### src/rtl/lru4_pkg.sv
package lru4_pkg;
    // Position of the pair bit meaning "way hi is newer than way lo", lo < hi.
    function automatic int pair_index(input int lo, input int hi);
        return (hi * (hi - 1)) / 2 + lo;
    endfunction
endpackage

### src/rtl/lru4_next_code.sv
module lru4_next_code #(
    parameter int NUM_WAYS = 4,
    localparam int WAY_W   = $clog2(NUM_WAYS),
    localparam int PAIR_W  = NUM_WAYS * (NUM_WAYS - 1) / 2
) (
    input  logic [PAIR_W-1:0] code_cur,
    input  logic              hit_valid,
    input  logic [WAY_W-1:0]  hit_way,
    output logic [PAIR_W-1:0] code_nxt
);
    import lru4_pkg::*;

    for (genvar hi = 1; hi < NUM_WAYS; hi++) begin : g_hi
        for (genvar lo = 0; lo < hi; lo++) begin : g_lo
            localparam int               BIT   = pair_index(lo, hi);
            localparam logic [WAY_W-1:0] HI_ID = WAY_W'(hi);
            localparam logic [WAY_W-1:0] LO_ID = WAY_W'(lo);
            always_comb begin
                if (hit_valid && hit_way == HI_ID)
                    code_nxt[BIT] = 1'b1;
                else if (hit_valid && hit_way == LO_ID)
                    code_nxt[BIT] = 1'b0;
                else
                    code_nxt[BIT] = code_cur[BIT];
            end
        end
    end
endmodule

### src/rtl/lru4_rank_decode.sv
module lru4_rank_decode #(
    parameter int NUM_WAYS = 4,
    localparam int WAY_W   = $clog2(NUM_WAYS),
    localparam int PAIR_W  = NUM_WAYS * (NUM_WAYS - 1) / 2
) (
    input  logic [PAIR_W-1:0] code_cur,
    output logic [WAY_W-1:0]  oldest_way,
    output logic              code_consistent
);
    import lru4_pkg::*;

    logic [WAY_W-1:0]    rank [NUM_WAYS];
    logic [NUM_WAYS-1:0] rank_seen;

    // Rank of a way = number of other ways it is newer than.
    always_comb begin
        for (int w = 0; w < NUM_WAYS; w++) begin
            rank[w] = '0;
            for (int v = 0; v < NUM_WAYS; v++) begin
                if (v < w && code_cur[pair_index(v, w)])
                    rank[w] = rank[w] + WAY_W'(1);
                else if (v > w && !code_cur[pair_index(w, v)])
                    rank[w] = rank[w] + WAY_W'(1);
            end
        end
    end

    // Consistent iff the ranks form a permutation of 0..NUM_WAYS-1.
    always_comb begin
        rank_seen = '0;
        for (int w = 0; w < NUM_WAYS; w++)
            rank_seen[rank[w]] = 1'b1;
        code_consistent = &rank_seen;
    end

    // Lowest-index way of rank zero.
    always_comb begin
        oldest_way = '0;
        for (int w = NUM_WAYS - 1; w >= 0; w--)
            if (rank[w] == '0)
                oldest_way = WAY_W'(w);
    end
endmodule

### src/rtl/lru4_order_tracker.sv
module lru4_order_tracker #(
    parameter int NUM_WAYS = 4,
    localparam int WAY_W   = $clog2(NUM_WAYS),
    localparam int PAIR_W  = NUM_WAYS * (NUM_WAYS - 1) / 2
) (
    input  logic             clk,
    input  logic             rst_n,
    input  logic             hit_valid,
    input  logic [WAY_W-1:0] hit_way,
    output logic [WAY_W-1:0] victim_way,
    output logic             order_ok
);
    // All ones: every higher way newer than every lower way (0 oldest).
    localparam logic [PAIR_W-1:0] CODE_RESET = '1;

    logic [PAIR_W-1:0] code_q;
    logic [PAIR_W-1:0] code_d;
    logic [WAY_W-1:0]  oldest;
    logic              consistent;

    lru4_next_code #(.NUM_WAYS(NUM_WAYS)) i_next (
        .code_cur  (code_q),
        .hit_valid (hit_valid),
        .hit_way   (hit_way),
        .code_nxt  (code_d)
    );

    lru4_rank_decode #(.NUM_WAYS(NUM_WAYS)) i_rank (
        .code_cur        (code_q),
        .oldest_way      (oldest),
        .code_consistent (consistent)
    );

    // State register: reset state, then reference or hold transition.
    always_ff @(posedge clk or negedge rst_n) begin
        if (!rst_n)
            code_q <= CODE_RESET;
        else
            code_q <= code_d;
    end

    // Outputs.
    always_comb begin
        victim_way = oldest;
        order_ok   = consistent;
    end
endmodule

### config.mk
export PLATFORM = sky130hd
export DESIGN_NAME = lru4_order_tracker
export DESIGN_NICKNAME = d
export VERILOG_FILES = /design/src/rtl/lru4_pkg.sv /design/src/rtl/lru4_next_code.sv /design/src/rtl/lru4_rank_decode.sv /design/src/rtl/lru4_order_tracker.sv
export SDC_FILE = /design/constraint.sdc
export NUM_CORES = 1
export LEC_CHECK = 0
export ABC_AREA = 1
export BUFFER_PORTS_ARGS = -buffer_cell sky130_fd_sc_hd__buf_4
export CAP_MARGIN = 20
export CORE_MARGIN = 2
export CORE_UTILIZATION = 57
export DETAILED_ROUTE_END_ITERATION = 8
export GPL_TIMING_DRIVEN = 0
export PLACE_DENSITY = 0.78
export SYNTH_ARGS = -nofsm -noshare
export SYNTH_HDL_FRONTEND = slang
export SYNTH_SLANG_ARGS = --single-unit
### constraint.sdc
create_clock -name clk -period 1.8 [get_ports clk]
set_input_delay 0.09 -clock clk [delete_from_list [all_inputs] [get_ports clk]]
set_output_delay 0.09 -clock clk [all_outputs]
set_load 0.02 [all_outputs]
==> results of run 1 <==
[cell type report]
class	instances	area (sq um)
Multi-Input combinational cell	99	590.6
Fill cell	79	216.5
Timing Repair Buffer	20	160.2
Sequential cell	6	157.7
Inverter	26	107.6
Clock buffer	3	22.52
Tap cell	15	18.77
Buffer	1	11.26
[stage by stage]
| stage | utilization [%] | setup slack (ns) | hold WS [ns] | setup TNS, ns | power [mW] |
|---|---|---|---|---|---|
| floorplan | - | 0.002606 | -0.05784 | 0 | 0.5844 |
| finish | 83.15 | -0.09892 | 0.04069 | -0.2397 | 1.015 |
| detailed placement | 65.73 | -0.02056 | 0.07735 | -0.02056 | 0.7100 |
| global route | 83.15 | -0.2229 | 0.05770 | -0.5492 | 1.114 |
| global placement | 65.73 | 0.001321 | 0.07688 | 0 | 0.6959 |
| CTS | 79.16 | -0.08968 | 0.02696 | -0.2126 | 0.9493 |
[metal layers]
layer | part of all wire [%] | GRT usage (%) | vias to the layer above
met5 | 0 | 0 | -
met4 | 2.0 | 15.83 | 0
met3 | 1.7 | 4.891 | 4
met2 | 56 | 48.83 | 14
met1 | 41 | 24.25 | 354
li1 | - | - | 440
[power groups by stage]
stage	logic, mW	registers, mW	clock network, mW
after floorplan	0.389	0.195	0
after CTS	0.632	0.190	0.128
after global placement	0.494	0.202	0
after global routing	0.790	0.195	0.129
final	0.703	0.194	0.118
after detailed placement	0.507	0.203	0
[cell families after synthesis]
kind of cell,share of synthesized area [%]
AO/OA/AOI/OAI,8.415
flip-flops,20.39
buffers and inverters,14.08
adder cells (fa/ha/maj),19.42
AND/OR/NAND/NOR,37.70
[synthesized netlist by cell type]
master / number
a21boi_0: 1
a22oi_1: 1
buf_6: 1
dfstp_2: 6
ha_1: 12
inv_1: 24
inv_2: 2
nand2_1: 67
nand2_2: 1
nand3_1: 1
nand4_1: 1
nor2_1: 6
o21ai_0: 6
o21ai_1: 1
o21ai_2: 1
o22ai_1: 1
[worst min path at each step]
| stage | startpoint | endpoint | slack (ns) | cells past startpoint |
|---|---|---|---|---|
| 3_3_place_gp | rst_n | code_q[3]$_DFFE_PN1P_ | 0.08 | 1 |
| 5_1_grt | hit_way[1] | code_q[0]$_DFFE_PN1P_ | 0.06 | 2 |
| 2_1_floorplan | rst_n | code_q[0]$_DFFE_PN1P_ | -0.06 | 0 |
| 6_report | hit_way[1] | code_q[0]$_DFFE_PN1P_ | 0.04 | 2 |
| 3_5_place_dp | rst_n | code_q[3]$_DFFE_PN1P_ | 0.08 | 1 |
| 4_1_cts | hit_way[1] | code_q[0]$_DFFE_PN1P_ | 0.03 | 2 |
[worst max-delay path, stage by stage, from the launching register on]
cell     delay, ns
dfstp_2       0.58
buf_6         0.13
ha_4          0.20
inv_2         0.05
nand2_1       0.04
nand2_1       0.07
nand2_1       0.06
nand2_1       0.08
inv_1         0.04
nand2_1       0.05
nand2_1       0.04
nor2_1        0.09
buf_4         0.14
[what timing repair did]
item	CTS	global route
setup buffers	8	4
setup endpoints to repair	3	3
hold buffers	1	0
resized for setup	18	10
endpoints found under the hold margin	6	0
pin swaps	11	10
==> metrics, run 1 <==
H-tree levels=1; status=finished, violations left; flops & latches, synth=6; Cell Area, Placed=844.6 sq um; Worst EP arrival=1.81 ns; clock power share=11.6%; Clock Skew=0 ns; Max Clk Rate=526.6 MHz; crit path launch type=flip-flop; drt first pass iters=3; R2R cell count=4; Critical path origin=code_q[2]$_DFFE_PN1P_; share of layout cells above drive strength 1=34.84%; reg2reg start=code_q[2]$_DFFE_PN1P_; clk_lat worst skew=0.24 ns; final hold vios=0; number of global-route vias before repair=750; failing checks=setup timing; CTS tree=built; Sw Ratio=45.45%; Finished Cell Area=0.001069 sq mm; commonest non-fill, non-tap cell in the layout=nand2_1; post-DP HPWL=1189 um; Hold Crit Class=in2reg; Inserted Diodes=0; synth top area cells=nand2_1, dfstp_2, ha_1; share of the synthesized area in the top cell type=32.52%; Synth Net Count=149; Leakage=0.6114 nW; Total GRT Usage=25.54%; reg-to-reg endpoint=code_q[2]$_DFFE_PN1P_; gpl congestion=0.6984; power share of the combinational group=69.3%; Horiz. Die Dim=40.83 um; sequential share of power=19.1%; largest area contributor in the netlist=nand2_1; Detailed Route WL=1849 um; Gate Count Post-Synth=132; Die Span Y=40.83 um; die area=0.001667 sq mm; Max VDD drop=0.0006250 V; fin crit share=105.5%; Worst Path Max Fanout=3; Final setup viols=3; vias=812; clk buf depth=2; Layout Cells excl Fill=170; Psw=0.4611 mW; Top reg by flops=code_q; Placed Cells=154; initial core utilization=60.18%; residual DRC count=0; clock sinks=6; synth warn=0; GRT Residual Overflow=0; clock root buffer=clkbuf_4; max-slew violation count=0; wire length per cell=10.88 um; ANT nets after route=0; post-synthesis sequential area ratio=20.39%; kind of critical path=reg2out; vias per inst=4.776; total core area=0.001285 sq mm; Post-Syn Area=773.2 sq um; max_cap viols=0; fin nets=174; Rel. slew slack=81.17%; Rows=13; Port Buffers=7; largest net degree at the start of global routing=11; Worst Setup Slack, final=-0.09892 ns; endpoint class of the critical path=primary output; Worst-Margin Slew=0.2794 ns; R2R setup slack=0.68 ns; first-pass GRT wire length=2753 um; Largest register FFs=6; most frequent cells in the layout=nand2_1, buf_4, inv_1; initial antenna violation count=0; Mean Syn Cell Area=5.858 sq um; pwr dens=949.6 mW/mm^2; Pint=0.5535 mW; P&R area growth vs syn=38.19%; critical path endpoint=order_ok; final period demand of the worst path=1.899 ns; # IOs=8; RSZ-0062 raised after global routing=yes; Largest regs=code_q (6); clock slew at reported path FFs=0.04 ns; CTS Buf Count=3; drt initial violations=4; post-synth cell types=16; WP data required=1.71 ns
(Power assumes the default switching activity.)
==> inputs of run 2 (changes only) <==
- CORE_UTILIZATION: 57 -> 50
- PLACE_DENSITY: 0.78 -> 0.69
==> metrics, run 2 (synthesized netlist as in run 1, its figures left out) <==
share of layout cells above drive strength 1=34.87%; reg2reg start=code_q[2]$_DFFE_PN1P_; post-DP HPWL=1173 um; Clock Skew=0 ns; Leakage=0.5980 nW; clk buf depth=2; hold path start=hit_way[1]; # IOs=8; Worst EP arrival=1.80 ns; kind of critical path=reg2out; Critical path origin=code_q[2]$_DFFE_PN1P_; clock slew at reported path FFs=0.04 ns; Worst Hold End=code_q[0]$_DFFE_PN1P_; layout filler cell count=122; die area=0.001877 sq mm; worst hold stages=2; first-pass GRT wire length=2918 um; final period demand of the worst path=1.892 ns; most frequent cells in the layout=nand2_1, inv_1, buf_4; Horiz. Die Dim=43.33 um; gpl congestion=0.8085; Detailed Route WL=1666 um; drt first pass iters=4; pwr dens=946.1 mW/mm^2; CTS tree=built; max_cap viols=0; largest net degree at the start of global routing=11; number of global-route vias before repair=746; Die Span Y=43.33 um; crit path launch type=flip-flop; Max Clk Rate=528.4 MHz; R2R cell count=3; reg-to-reg endpoint=code_q[2]$_DFFE_PN1P_; WP data required=1.71 ns; Port Buffers=7; Placed Cells=155; RSZ-0062 raised after global routing=yes; fin crit share=105.1%; Worst Path Max Fanout=5; Layout Cells excl Fill=168; H-tree levels=1; vias per inst=4.708; pre-CTS WS=-0.02626 ns; failing checks=setup timing; Largest regs=code_q (6); clock root buffer=clkbuf_4; fin nets=171; GRT Residual Overflow=0; total core area=0.001471 sq mm; status=finished, violations left; final hold vios=0; Max VDD drop=0.0005251 V; Inserted Diodes=0; Worst Setup Slack, final=-0.09242 ns; vias=791; Hold Crit Class=in2reg; drt initial violations=11; wire length per cell=9.917 um; Final setup viols=3; commonest non-fill, non-tap cell in the layout=nand2_1; initial antenna violation count=0; ANT nets after route=0; Largest register FFs=6; Finished Cell Area=0.001051 sq mm; P&R area growth vs syn=35.92%; multi-input combinational cell area=594.3 sq um; Total GRT Usage=20.85%; worst hold slack=0.02875 ns; Top reg by flops=code_q; Worst-Margin Slew=0.2282 ns; clk_lat worst skew=0.25 ns; Rows=14; clock sinks=6; setup_tns=-0.1734 ns; Rel. slew slack=84.63%; Reg area=157.7 sq um; CTS Buf Count=3; endpoint class of the critical path=primary output; initial core utilization=52.55%; max-slew violation count=0; Cell Area, Placed=845.8 sq um; residual DRC count=0; R2R setup slack=0.81 ns
run 2: layout make-up:
| type | instances | share of cell area [%] |
|---|---|---|
| Buffer | 1 | 1.071 |
| Inverter | 26 | 10.24 |
| Clock buffer | 3 | 2.143 |
| Timing Repair Buffer | 17 | 13.10 |
| Sequential cell | 6 | 15.00 |
| Tap cell | 16 | 1.905 |
| Multi-Input combinational cell | 99 | 56.55 |
run 2: repair_timing:
item | CTS | global route
resized for setup | 13 | 19
pin swaps | 4 | 16
endpoints found under the setup margin | 3 | 3
hold buffers | 1 | 0
buffers inserted | 6 | 3
hold endpoints to repair | 6 | 0
run 2: how the worst max path moves through the flow:
stage	end	slack [ns]	cells past startpoint
2_1_floorplan	victim_way[0]	0.003	8
3_3_place_gp	order_ok	-0.008	12
3_5_place_dp	order_ok	-0.03	12
4_1_cts	order_ok	-0.09	12
5_1_grt	order_ok	-0.20	11
6_report	order_ok	-0.09	12
run 2: through the flow:
| step | power (mW) | util [%] |
|---|---|---|
| 2_1_floorplan | 0.5844 | - |
| 3_3_place_gp | 0.6983 | 57.48 |
| 3_5_place_dp | 0.7100 | 57.48 |
| 4_1_cts | 0.9331 | 66.92 |
| 5_1_grt | 1.112 | 71.43 |
| 6_report | 0.9943 | 71.43 |
run 2: power breakdown:
group | leakage [nW] | internal (mW) | total (mW) | switching [mW]
registers | 0.0630 | 0.171 | 0.192 | 0.0212
logic | 0.521 | 0.293 | 0.679 | 0.387
clock network | 0.0138 | 0.0753 | 0.123 | 0.0475
total | 0.598 | 0.539 | 0.994 | 0.456
run 2: routing by layer:
layer / GRT usage, % / wire, um / share of wire [%]
met4: 10.91 / 31 / 1.9
met1: 23.36 / 711 / 43
met5: 0 / 0 / 0
met2: 37.61 / 884 / 53
met3: 2.979 / 39 / 2.3
run 2: critical path, cell delays in order, from the launching register on:
cell	delay [ns]
dfstp_2	0.56
inv_4	0.06
ha_4	0.24
inv_2	0.06
nand2_1	0.04
nand2_1	0.07
nand2_1	0.07
nand2_1	0.08
inv_2	0.04
nand2_1	0.05
nand2_1	0.05
nor2_1	0.09
buf_4	0.14
